==> config.mk <==
export PLATFORM = sky130hd
export DESIGN_NAME = smb_regbank
export DESIGN_NICKNAME = d
export VERILOG_FILES = /design/src/rtl/smb_regbank_pkg.sv /design/src/rtl/smb_line_sync.sv /design/src/rtl/smb_regfile.sv /design/src/rtl/smb_target_fsm.sv /design/src/rtl/smb_regbank.sv
export SDC_FILE = /design/constraint.sdc
export NUM_CORES = 1
export LEC_CHECK = 0
export BUFFER_PORTS_ARGS = -buffer_cell sky130_fd_sc_hd__buf_4
export CAP_MARGIN = 0
export CORE_MARGIN = 1.5
export CORE_UTILIZATION = 40
export DETAILED_ROUTE_END_ITERATION = 8
export GPL_ROUTABILITY_DRIVEN = 0
export MAX_ROUTING_LAYER = met4
export PLACE_DENSITY_LB_ADDON = 0.15
export SLEW_MARGIN = 25
export SYNTH_ARGS = -nofsm -noshare
export SYNTH_HDL_FRONTEND = slang
export SYNTH_SLANG_ARGS = --single-unit
export TNS_END_PERCENT = 1
==> constraint.sdc <==
create_clock -name clk -period 3.8 [get_ports clk]
set_input_delay 0.76 -clock clk [delete_from_list [all_inputs] [get_ports clk]]
set_output_delay 0.76 -clock clk [all_outputs]
set_load 0.005 [all_outputs]
==> src/rtl/smb_regbank_pkg.sv <==
package smb_regbank_pkg;

   localparam int BYTE_W = 8;
   localparam int IDX_W  = 8;

   typedef enum logic [2:0] {
      ST_IDLE,
      ST_RX,
      ST_ACK1,
      ST_ACK2,
      ST_TX,
      ST_TACK,
      ST_IGN
   } tgt_state_t;

   typedef enum logic [1:0] {
      PH_ADDR,
      PH_INDEX,
      PH_COUNT,
      PH_DATA
   } rx_phase_t;

   // Value a register takes at reset.
   function automatic logic [BYTE_W-1:0] reg_init(input int i);
      case (i)
         0, 2:    return 8'hFF;
         3:       return 8'h10;
         5:       return 8'h11;
         6, 7:    return 8'h08;
         default: return 8'h00;
      endcase
   endfunction

   // Bits a bus write may change; zero marks read-only or reserved.
   function automatic logic [BYTE_W-1:0] reg_wmask(input int i);
      case (i)
         0, 2:    return 8'hFF;
         1:       return 8'h3B;
         3:       return 8'hF0;
         7:       return 8'h1F;
         default: return 8'h00;
      endcase
   endfunction

endpackage

==> src/rtl/smb_line_sync.sv <==
module smb_line_sync #(
   parameter int STAGES = 2
) (
   input  logic clk,
   input  logic rst_n,
   input  logic scl_i,
   input  logic sda_i,
   output logic scl_s,
   output logic sda_s,
   output logic scl_rise,
   output logic scl_fall,
   output logic start_det,
   output logic stop_det
);

   logic [STAGES-1:0] scl_pipe;
   logic [STAGES-1:0] sda_pipe;
   logic              scl_q;
   logic              sda_q;

   always_ff @(posedge clk or negedge rst_n) begin
      if (!rst_n) begin
         scl_pipe <= '1;
         sda_pipe <= '1;
         scl_q    <= 1'b1;
         sda_q    <= 1'b1;
      end else begin
         scl_pipe <= {scl_pipe[STAGES-2:0], scl_i};
         sda_pipe <= {sda_pipe[STAGES-2:0], sda_i};
         scl_q    <= scl_pipe[STAGES-1];
         sda_q    <= sda_pipe[STAGES-1];
      end
   end

   assign scl_s     = scl_pipe[STAGES-1];
   assign sda_s     = sda_pipe[STAGES-1];
   assign scl_rise  = scl_s & ~scl_q;
   assign scl_fall  = ~scl_s & scl_q;
   assign start_det = scl_s & scl_q & sda_q & ~sda_s;
   assign stop_det  = scl_s & scl_q & ~sda_q & sda_s;

endmodule

==> src/rtl/smb_regfile.sv <==
module smb_regfile
   import smb_regbank_pkg::*;
#(
   parameter int NREG = 8
) (
   input  logic                   clk,
   input  logic                   rst_n,
   input  logic                   wr_en,
   input  logic [IDX_W-1:0]       wr_idx,
   input  logic [BYTE_W-1:0]      wr_data,
   input  logic [IDX_W-1:0]       rd_idx,
   output logic [BYTE_W-1:0]      rd_data,
   output logic [NREG*BYTE_W-1:0] regs_flat
);

   for (genvar g = 0; g < NREG; g++) begin : g_reg
      localparam logic [BYTE_W-1:0] INIT = reg_init(g);
      localparam logic [BYTE_W-1:0] MASK = reg_wmask(g);
      logic [BYTE_W-1:0] q;

      if (MASK == '0) begin : g_const
         assign q = INIT;
      end else begin : g_store
         always_ff @(posedge clk or negedge rst_n) begin
            if (!rst_n)
               q <= INIT;
            else if (wr_en && wr_idx == IDX_W'(g))
               q <= (q & ~MASK) | (wr_data & MASK);
         end
      end

      assign regs_flat[g*BYTE_W +: BYTE_W] = q;
   end

   always_comb begin
      rd_data = '0;
      for (int i = 0; i < NREG; i++)
         if (rd_idx == IDX_W'(i))
            rd_data = regs_flat[i*BYTE_W +: BYTE_W];
   end

endmodule

==> src/rtl/smb_target_fsm.sv <==
module smb_target_fsm
   import smb_regbank_pkg::*;
#(
   parameter int NREG = 8
) (
   input  logic              clk,
   input  logic              rst_n,
   input  logic              scl_rise,
   input  logic              scl_fall,
   input  logic              start_det,
   input  logic              stop_det,
   input  logic              sda_s,
   input  logic              addr_ok,
   input  logic [6:0]        my_addr,
   input  logic [BYTE_W-1:0] cnt_byte,
   input  logic [BYTE_W-1:0] rd_data,
   output logic              wr_en,
   output logic [IDX_W-1:0]  wr_idx,
   output logic [BYTE_W-1:0] wr_data,
   output logic [IDX_W-1:0]  rd_idx,
   output logic              sda_oe,
   output logic              ignoring
);

   localparam logic [IDX_W-1:0] LAST_IDX = IDX_W'(NREG-1);

   tgt_state_t        state;
   rx_phase_t         phase;
   logic [2:0]        bitcnt;
   logic [BYTE_W-1:0] shreg;
   logic [BYTE_W-1:0] txsh;
   logic [IDX_W-1:0]  idx;
   logic [BYTE_W-1:0] remain;
   logic [BYTE_W-1:0] rd_left;
   logic              ack_q;
   logic              to_tx;
   logic              acked;
   logic [BYTE_W-1:0] rx_byte;

   function automatic logic [IDX_W-1:0] step_idx(input logic [IDX_W-1:0] v);
      return (v < LAST_IDX) ? v + 1'b1 : v;
   endfunction

   assign rx_byte  = {shreg[6:0], sda_s};
   assign rd_idx   = idx;
   assign ignoring = (state == ST_IGN);

   always_ff @(posedge clk or negedge rst_n) begin
      if (!rst_n) begin
         state   <= ST_IDLE;
         phase   <= PH_ADDR;
         bitcnt  <= '0;
         shreg   <= '0;
         txsh    <= '0;
         idx     <= '0;
         remain  <= '0;
         rd_left <= '0;
         ack_q   <= 1'b0;
         to_tx   <= 1'b0;
         acked   <= 1'b0;
         sda_oe  <= 1'b0;
         wr_en   <= 1'b0;
         wr_idx  <= '0;
         wr_data <= '0;
      end else begin
         wr_en <= 1'b0;
         if (stop_det) begin
            state  <= ST_IDLE;
            sda_oe <= 1'b0;
         end else if (start_det) begin
            state  <= ST_RX;
            phase  <= PH_ADDR;
            bitcnt <= '0;
            sda_oe <= 1'b0;
         end else begin
            case (state)
               ST_RX: if (scl_rise) begin
                  shreg <= rx_byte;
                  if (bitcnt == 3'd7) begin
                     bitcnt <= '0;
                     state  <= ST_ACK1;
                     to_tx  <= 1'b0;
                     case (phase)
                        PH_ADDR: begin
                           ack_q <= addr_ok && (rx_byte[7:1] == my_addr);
                           if (addr_ok && rx_byte[7:1] == my_addr) begin
                              if (rx_byte[0]) begin
                                 to_tx   <= 1'b1;
                                 txsh    <= cnt_byte;
                                 rd_left <= cnt_byte;
                              end else begin
                                 phase <= PH_INDEX;
                              end
                           end
                        end
                        PH_INDEX: begin
                           ack_q <= 1'b1;
                           idx   <= rx_byte;
                           phase <= PH_COUNT;
                        end
                        PH_COUNT: begin
                           ack_q  <= 1'b1;
                           remain <= rx_byte;
                           phase  <= PH_DATA;
                        end
                        default: begin
                           ack_q <= (remain != '0);
                           if (remain != '0) begin
                              wr_en   <= 1'b1;
                              wr_idx  <= idx;
                              wr_data <= rx_byte;
                              idx     <= step_idx(idx);
                              remain  <= remain - 1'b1;
                           end
                        end
                     endcase
                  end else begin
                     bitcnt <= bitcnt + 3'd1;
                  end
               end
               ST_ACK1: if (scl_fall) begin
                  sda_oe <= ack_q;
                  state  <= ST_ACK2;
               end
               ST_ACK2: if (scl_fall) begin
                  bitcnt <= '0;
                  if (!ack_q) begin
                     state  <= ST_IGN;
                     sda_oe <= 1'b0;
                  end else if (to_tx) begin
                     state  <= ST_TX;
                     sda_oe <= ~txsh[7];
                  end else begin
                     state  <= ST_RX;
                     sda_oe <= 1'b0;
                  end
               end
               ST_TX: if (scl_fall) begin
                  if (bitcnt == 3'd7) begin
                     sda_oe <= 1'b0;
                     state  <= ST_TACK;
                  end else begin
                     sda_oe <= ~txsh[6];
                     txsh   <= txsh << 1;
                     bitcnt <= bitcnt + 3'd1;
                  end
               end
               ST_TACK: begin
                  if (scl_rise)
                     acked <= ~sda_s;
                  if (scl_fall) begin
                     if (acked) begin
                        state  <= ST_TX;
                        bitcnt <= '0;
                        if (rd_left != '0) begin
                           txsh    <= rd_data;
                           sda_oe  <= ~rd_data[7];
                           rd_left <= rd_left - 1'b1;
                           idx     <= step_idx(idx);
                        end else begin
                           txsh   <= '1;
                           sda_oe <= 1'b0;
                        end
                     end else begin
                        state  <= ST_IGN;
                        sda_oe <= 1'b0;
                     end
                  end
               end
               default: ;
            endcase
         end
      end
   end

endmodule

==> src/rtl/smb_regbank.sv <==
module smb_regbank
   import smb_regbank_pkg::*;
#(
   parameter int         NREG        = 8,
   parameter int         SYNC_STAGES = 2,
   parameter int         CNT_IDX     = 7,
   parameter int         CNT_W       = 5,
   parameter logic [6:0] ADDR_LO     = 7'h68,
   parameter logic [6:0] ADDR_HI     = 7'h6A
) (
   input  logic                   clk,
   input  logic                   rst_n,
   input  logic                   scl_i,
   input  logic                   sda_i,
   input  logic                   pwrgd_i,
   input  logic                   addr_strap_i,
   output logic                   sda_oe_o,
   output logic [NREG*BYTE_W-1:0] regs_o
);

   if (NREG < CNT_IDX + 1 || NREG > (1 << IDX_W)) begin : g_bad_nreg
      $error("smb_regbank: NREG must cover the count register and fit the index");
   end
   if (SYNC_STAGES < 2) begin : g_bad_sync
      $error("smb_regbank: SYNC_STAGES must be at least 2");
   end
   if (CNT_W < 1 || CNT_W > BYTE_W) begin : g_bad_cnt
      $error("smb_regbank: CNT_W must lie within one byte");
   end

   logic              scl_s, sda_s, scl_rise, scl_fall, start_det, stop_det;
   logic              pg_q, pg_seen, addr_sel;
   logic [6:0]        my_addr;
   logic [BYTE_W-1:0] cnt_byte;
   logic              wr_en;
   logic [IDX_W-1:0]  wr_idx, rd_idx;
   logic [BYTE_W-1:0] wr_data, rd_data;
   logic              ignoring;

   always_ff @(posedge clk or negedge rst_n) begin
      if (!rst_n) begin
         pg_q     <= 1'b0;
         pg_seen  <= 1'b0;
         addr_sel <= 1'b0;
      end else begin
         pg_q <= pwrgd_i;
         if (pwrgd_i && !pg_q && !pg_seen) begin
            pg_seen  <= 1'b1;
            addr_sel <= addr_strap_i;
         end
      end
   end

   assign my_addr  = addr_sel ? ADDR_HI : ADDR_LO;
   assign cnt_byte = BYTE_W'(regs_o[CNT_IDX*BYTE_W +: CNT_W]);

   smb_line_sync #(.STAGES(SYNC_STAGES)) u_sync (
      .clk       (clk),
      .rst_n     (rst_n),
      .scl_i     (scl_i),
      .sda_i     (sda_i),
      .scl_s     (scl_s),
      .sda_s     (sda_s),
      .scl_rise  (scl_rise),
      .scl_fall  (scl_fall),
      .start_det (start_det),
      .stop_det  (stop_det)
   );

   smb_target_fsm #(.NREG(NREG)) u_fsm (
      .clk       (clk),
      .rst_n     (rst_n),
      .scl_rise  (scl_rise),
      .scl_fall  (scl_fall),
      .start_det (start_det),
      .stop_det  (stop_det),
      .sda_s     (sda_s),
      .addr_ok   (pg_seen),
      .my_addr   (my_addr),
      .cnt_byte  (cnt_byte),
      .rd_data   (rd_data),
      .wr_en     (wr_en),
      .wr_idx    (wr_idx),
      .wr_data   (wr_data),
      .rd_idx    (rd_idx),
      .sda_oe    (sda_oe_o),
      .ignoring  (ignoring)
   );

   smb_regfile #(.NREG(NREG)) u_regs (
      .clk       (clk),
      .rst_n     (rst_n),
      .wr_en     (wr_en),
      .wr_idx    (wr_idx),
      .wr_data   (wr_data),
      .rd_idx    (rd_idx),
      .rd_data   (rd_data),
      .regs_flat (regs_o)
   );

endmodule

After elaboration in Yosys (flattened, before gate mapping)
Index checks and enable logic that the tools add are counted.

cells by class
  reductions and logical operators = 41
  div/mod/pow operators = 0
  muxes and demuxes = 87
  add/subtract/negate cells = 4
  shift-type cells = 0
  multipliers = 0
  equal/unequal tests = 47
  bitwise gates (word level) = 21
  order comparisons = 1

operators by type and width
  kind                                               count
  2-to-1 mux 8 bit                                   29
  one-hot mux 8 bit (2 select lines)                 4
  2-to-1 mux 3 bit                                   19
  == test 8 x 3 -> 1 bit (second input constant)     5
  == test 8 x 2 -> 1 bit (second input constant)     4
  one-hot mux 8 bit (3 select lines)                 1
  2-to-1 mux 1 bit                                   21
  AND reduction 7 bit                                3
  != test 4 bit (second input constant)              5
  != test 3 bit (second input constant)              6
  == test 8 x 1 -> 1 bit (second input constant)     2
  zero test 8 bit                                    2
  2-to-1 mux 2 bit                                   8
  AND reduction 8 bit                                2
  nonzero test 8 bit                                 2
  subtractor 8 x 1 -> 8 bit (second input constant)  2
  one-hot mux 3 bit (5 select lines)                 1
  != test 2 bit (second input constant)              7
  one-hot mux 3 bit (4 select lines)                 1
  AND reduction 12 bit                               1
  NOT 1 bit                                          11
  AND reduction 11 bit                               1
  AND reduction 10 bit                               1
  AND reduction 5 bit                                2
  other kinds (31)                                   61

storage, ports and cells
  bits in latches = 0
  register bits after elaboration = 117
  bits in writable memories = 0
  bits in read-only memories = 0
  memories = 0
  word-level logic and storage cells = 228
  output and inout port bits = 65

Longest topological paths before layout
  word-level depth = 16
  mapped depth = 9
  gate-level depth less buffers = 7

Modules after synthesis
From an unflattened synthesis, not the netlist that was laid out.

unflattened totals
  cell total of the unflattened synthesis = 580
  area, all modules = 6035.8 um^2

modules (own cells, without submodules)
  module          cells each  sequential area each (um^2)  times used  area each (um^2)
  smb_target_fsm  396         1701.6                       1           3928.8
  smb_regfile     165         773.2                        1           1795.5
  smb_line_sync   10          157.7                        1           190.2
  smb_regbank     9           75.1                         1           121.4

Worst setup path before layout
Ideal clock, no wire load.

  path kind = reg-to-reg
  start = reg u_fsm.bitcnt[0]
  end = reg u_fsm.txsh[3]
  path buffers = 1
  period minus slack after synthesis = 2.325 ns
  required time = 3.675 ns
  path slack = 1.475 ns
  cell stages (with the launch flop) = 8
  arrival = 2.201 ns
  path through = dfrtp_1 -> ha_1 -> ha_1 -> clkbuf_1 -> nand3_1 -> or4_4 -> a211oi_4 -> mux2_2

on the way
  cells in the longest elaborated chain, start to end = 3
  elaborated cells between the ends (all ways) = 4

ends and longest elaborated chain
  element                                                            line                                         source
  start, declared                                                    smb_target_fsm.sv:29                         logic [2:0] bitcnt;
  start signal, assigned                                             smb_target_fsm.sv:118                        bitcnt <= bitcnt + 3'd1;
  start signal, assigned                                             smb_target_fsm.sv:145                        bitcnt <= bitcnt + 3'd1;
  == test 3 bit (*)                                                  smb_target_fsm.sv:79, smb_target_fsm.sv:139
  != test 2 bit (no line) or != test 2 x 1 -> 1 bit (tied branches)  n/a
  AND reduction 12 bit (no line) (*)                                 n/a
  end signal, assigned                                               smb_target_fsm.sv:89                         txsh <= cnt_byte;
  end signal, assigned                                               smb_target_fsm.sv:144                        txsh <= txsh << 1;
  end signal, assigned                                               smb_target_fsm.sv:156                        txsh <= rd_data;
  end, declared                                                      smb_target_fsm.sv:31                         logic [BYTE_W-1:0] txsh;

Mark *: on every way between the ends. The rest lies on a longest branch, timed or not.
A chain may end at the register's enable or synchronous reset.

Final worst setup path
  start = reg u_fsm.state[0]
  end = reg u_fsm.wr_data[0]

on the way
  cells in the longest elaborated chain, start to end = 2

ends and longest elaborated chain
  element                        line                   source
  start, declared                smb_target_fsm.sv:27   tgt_state_t state;
  start signal, assigned         smb_target_fsm.sv:50   state <= ST_IDLE;
  start signal, assigned         smb_target_fsm.sv:68   state <= ST_IDLE;
  start signal, assigned         smb_target_fsm.sv:71   state <= ST_RX;
  == test 3 x 1 -> 1 bit         smb_target_fsm.sv:76   case (state)
  AND reduction 7 bit (no line)  n/a
  end signal, assigned           smb_target_fsm.sv:111  wr_data <= rx_byte;
  end, declared                  smb_target_fsm.sv:19   output logic [BYTE_W-1:0] wr_data,

No other way between the ends.

==> results.json <==
{
  "critPathKind": "reg -> reg",
  "max-vdd-ir-drop_mv": 0.253,
  "gr-total-overflow": 0,
  "fmax_mhz": 364,
  "fin_area_mm2": 0.00644,
  "cts_tree": "yes",
  "setup_viol": 0,
  "maxCapViolations": 0,
  "first_global_vias": 4110,
  "period_minus_slack_ns": 2.75,
  "drt-initial-drc-count": 353,
  "pre_cts_slack_ns": 1.08,
  "htreeDepth": 3,
  "slew_headroom_pct": 31.8,
  "clk_path_buf_depth": 2,
  "layout.cells.non_filler": 788,
  "core_mm2": 0.0144,
  "wl_met1_mm": 6.45,
  "cp_top_family": "simple AND/OR/NAND/NOR gates",
  "root_buffer": "clkbuf_16",
  "cts_buffers": 9,
  "dpl_cell_area_mm2": 0.00614,
  "cpPeakStageDelay_ns": 0.76,
  "worstHoldPathCells": 0,
  "rsz0062_at_grt": "false",
  "antenna_found_initial": 0,
  "clk_pin_slew_ns": 0.07,
  "clock_sinks": 107,
  "ys.warnings.count": 0,
  "min_path_type": "reg -> reg",
  "postCtsSetupBuffers": 0,
  "cp_data_required_time_ns": 4.04,
  "initial_core_util_pct": 40.6,
  "path_buf_inv": 0,
  "drive_gt1_share_pct": 25.0,
  "syn_area_mm2": 0.00585,
  "cts_resized": 0,
  "synth_area_leaders": "dfrtp_1 35%, dfstp_2 11%, mux2_2 10%, buf_4 5.0%, nand2_1 3.8%",
  "status": "finished, final reports clean",
  "finalPower_mw": 3.14,
  "worst_pin_slew_ns": 1.01,
  "powerDensity_mw_per_mm2": 487,
  "layout.nets": 618,
  "synth-seq-area-share_pct": 46.3,
  "routed.top_layer": "met4",
  "whs_ns": 0.357,
  "cp_max_fo": 23,
  "synth_edf_count": 0,
  "startpoint_type": "flop",
  "clock_skew_ns": 0.0109,
  "fp-row-count": 44,
  "synth-main-ff-cell": "dfrtp_1",
  "crit_path_top_delay_cell": "dfrtp_1",
  "dp_cells": 772,
  "synth_cell_types": 75,
  "areaGrowthSynthToFinish_pct": 10.0,
  "leakagePower_nw": 2.89,
  "critical_path.cell_chain": "nor3b_4, and3_1, nand2_1, nor2_2, mux2_2",
  "wl_met3_um": 684,
  "clkLatencyLatePin_ns": 0.36,
  "final_util_pct": 44.6,
  "timing.final.hold_violations": 0,
  "setup_ws_ns": 1.05,
  "arrival_ns": 2.99,
  "async_flop_share_pct": 100,
  "place_hpwl_mm": 9.88,
  "wl_mm": 13.8,
  "firstDrtPassIters": 5,
  "end_kind": "flop",
  "ant_nets": 0,
  "yosysTopAreaCell": "dfrtp_1",
  "final_common_cell": "dfrtp_1",
  "syn-instance-count": 571,
  "synth_top_area_share_pct": 35.5,
  "dr_total_vias": 4399,
  "cp.depth": 5,
  "antenna-diode-count": 0,
  "reg2regPathDepth": 5,
  "min_period_over_period_pct": 72.3,
  "grt_pass1_wl_mm": 22.3,
  "ios": 71,
  "die_x_um": 124,
  "wl_per_cell_um": 17.5,
  "layout_common_cells": "83 x dfrtp_1, 59 x nand2_1, 52 x mux2_2",
  "fin_tns_setup_ns": 0,
  "wl_met2_mm": 6.44,
  "portBuffers": 36,
  "grt_max_degree": 68,
  "dieHeight_um": 124,
  "vias_per_cell": 5.58,
  "avgSynthCellArea_um2": 10.2,
  "slew_viol_final": 0,
  "postCtsHoldBufs": 0,
  "gr-usage-all-layers_pct": 19.8,
  "synth-seq-cells": 107,
  "drcViolationCount": 0,
  "die-area_mm2": 0.0154
}
[flip-flops by register name, summed over array words and instances (netlist names), 2 cells and up]
name,cells
u_fsm.phase,2
u_sync.scl_pipe,2
u_fsm.txsh,8
u_fsm.wr_idx,8
u_fsm.shreg,7
u_sync.sda_pipe,2
u_fsm.bitcnt,3
u_fsm.rd_left,8
u_fsm.remain,8
u_fsm.rd_idx,8
u_fsm.wr_data,8
u_regs.g.q,30
u_fsm.state,3
[cells by family (layout without fill, tap and decap cells)]
family,Yosys count,after routing,synth area share (%)
AOI/OAI and AO/OA,137,137,16.1
xor gates and xnor gates,2,2,0.299
adders and majority gates,13,13,2.78
buffers and inverters,73,74,7.36
DFF,107,107,46.3
muxes,53,53,10.2
other,2,34,0.128
and+or+nand+nor,184,184,16.8
[cells in the mapped netlist (all sizes together) (8+ instances only)]
library cell / instances
dfrtp: 83
nand2: 59
mux2: 52
buf: 42
o21ai: 41
nor2: 35
a21oi: 28
dfstp: 24
inv: 17
clkbuf: 14
ha: 13
nand3: 12
nor2b: 12
nand2b: 11
nor3: 11
a22o: 9
nor4: 8
[worst reg2reg max path, cell delays in order (launching register included)]
cell	delay [ns]
dfrtp_1	0.76
nor3b_4	0.46
and3_1	0.26
nand2_1	0.08
nor2_2	0.65
mux2_2	0.42
[routing by layer]
| metal | GRT usage (%) | up-vias |
|---|---|---|
| li1 | - | 2055 |
| met1 | 26.5 | 2191 |
| met2 | 29.7 | 134 |
| met3 | 5.27 | 19 |
| met4 | 5.47 | 0 |
| met5 | - | - |
[layout make-up]
cell class,instances,area (µm²)
inverters,17,63.8
repair buffers,41,308
well taps,184,230
clock buffers,9,225
clock inverters,7,70.1
multi-input cells,423,2830
fillers,1382,7990
flip-flops and latches,107,2710
[where the power goes]
| part | switching, mW | internal (mW) |
|---|---|---|
| Clock | 0.467 | 0.462 |
| Combinational | 0.474 | 0.302 |
| Sequential | 0.186 | 1.25 |
[path summary, 6_finish.rpt]
check / start / to / slack (ns)
setup / recovery: u_fsm.state[0]$_DFFE_PN0P_ / u_fsm.wr_data[0]$_DFFE_PN0P_ / 1.05
hold / removal: u_sync.scl_pipe[0]$_DFF_PN1_ / u_sync.scl_pipe[1]$_DFF_PN1_ / 0.36
setup reg to reg: u_fsm.state[0]$_DFFE_PN0P_ / u_fsm.wr_data[0]$_DFFE_PN0P_ / 1.05
hold reg to reg: u_sync.scl_pipe[0]$_DFF_PN1_ / u_sync.scl_pipe[1]$_DFF_PN1_ / 0.36
max in group asynchronous: rst_n / u_sync.scl_q$_DFF_PN1_ / 2.44
min in group asynchronous: rst_n / u_fsm.rd_left[4]$_DFFE_PN0P_ / 0.50
(Power assumes the default switching activity.)
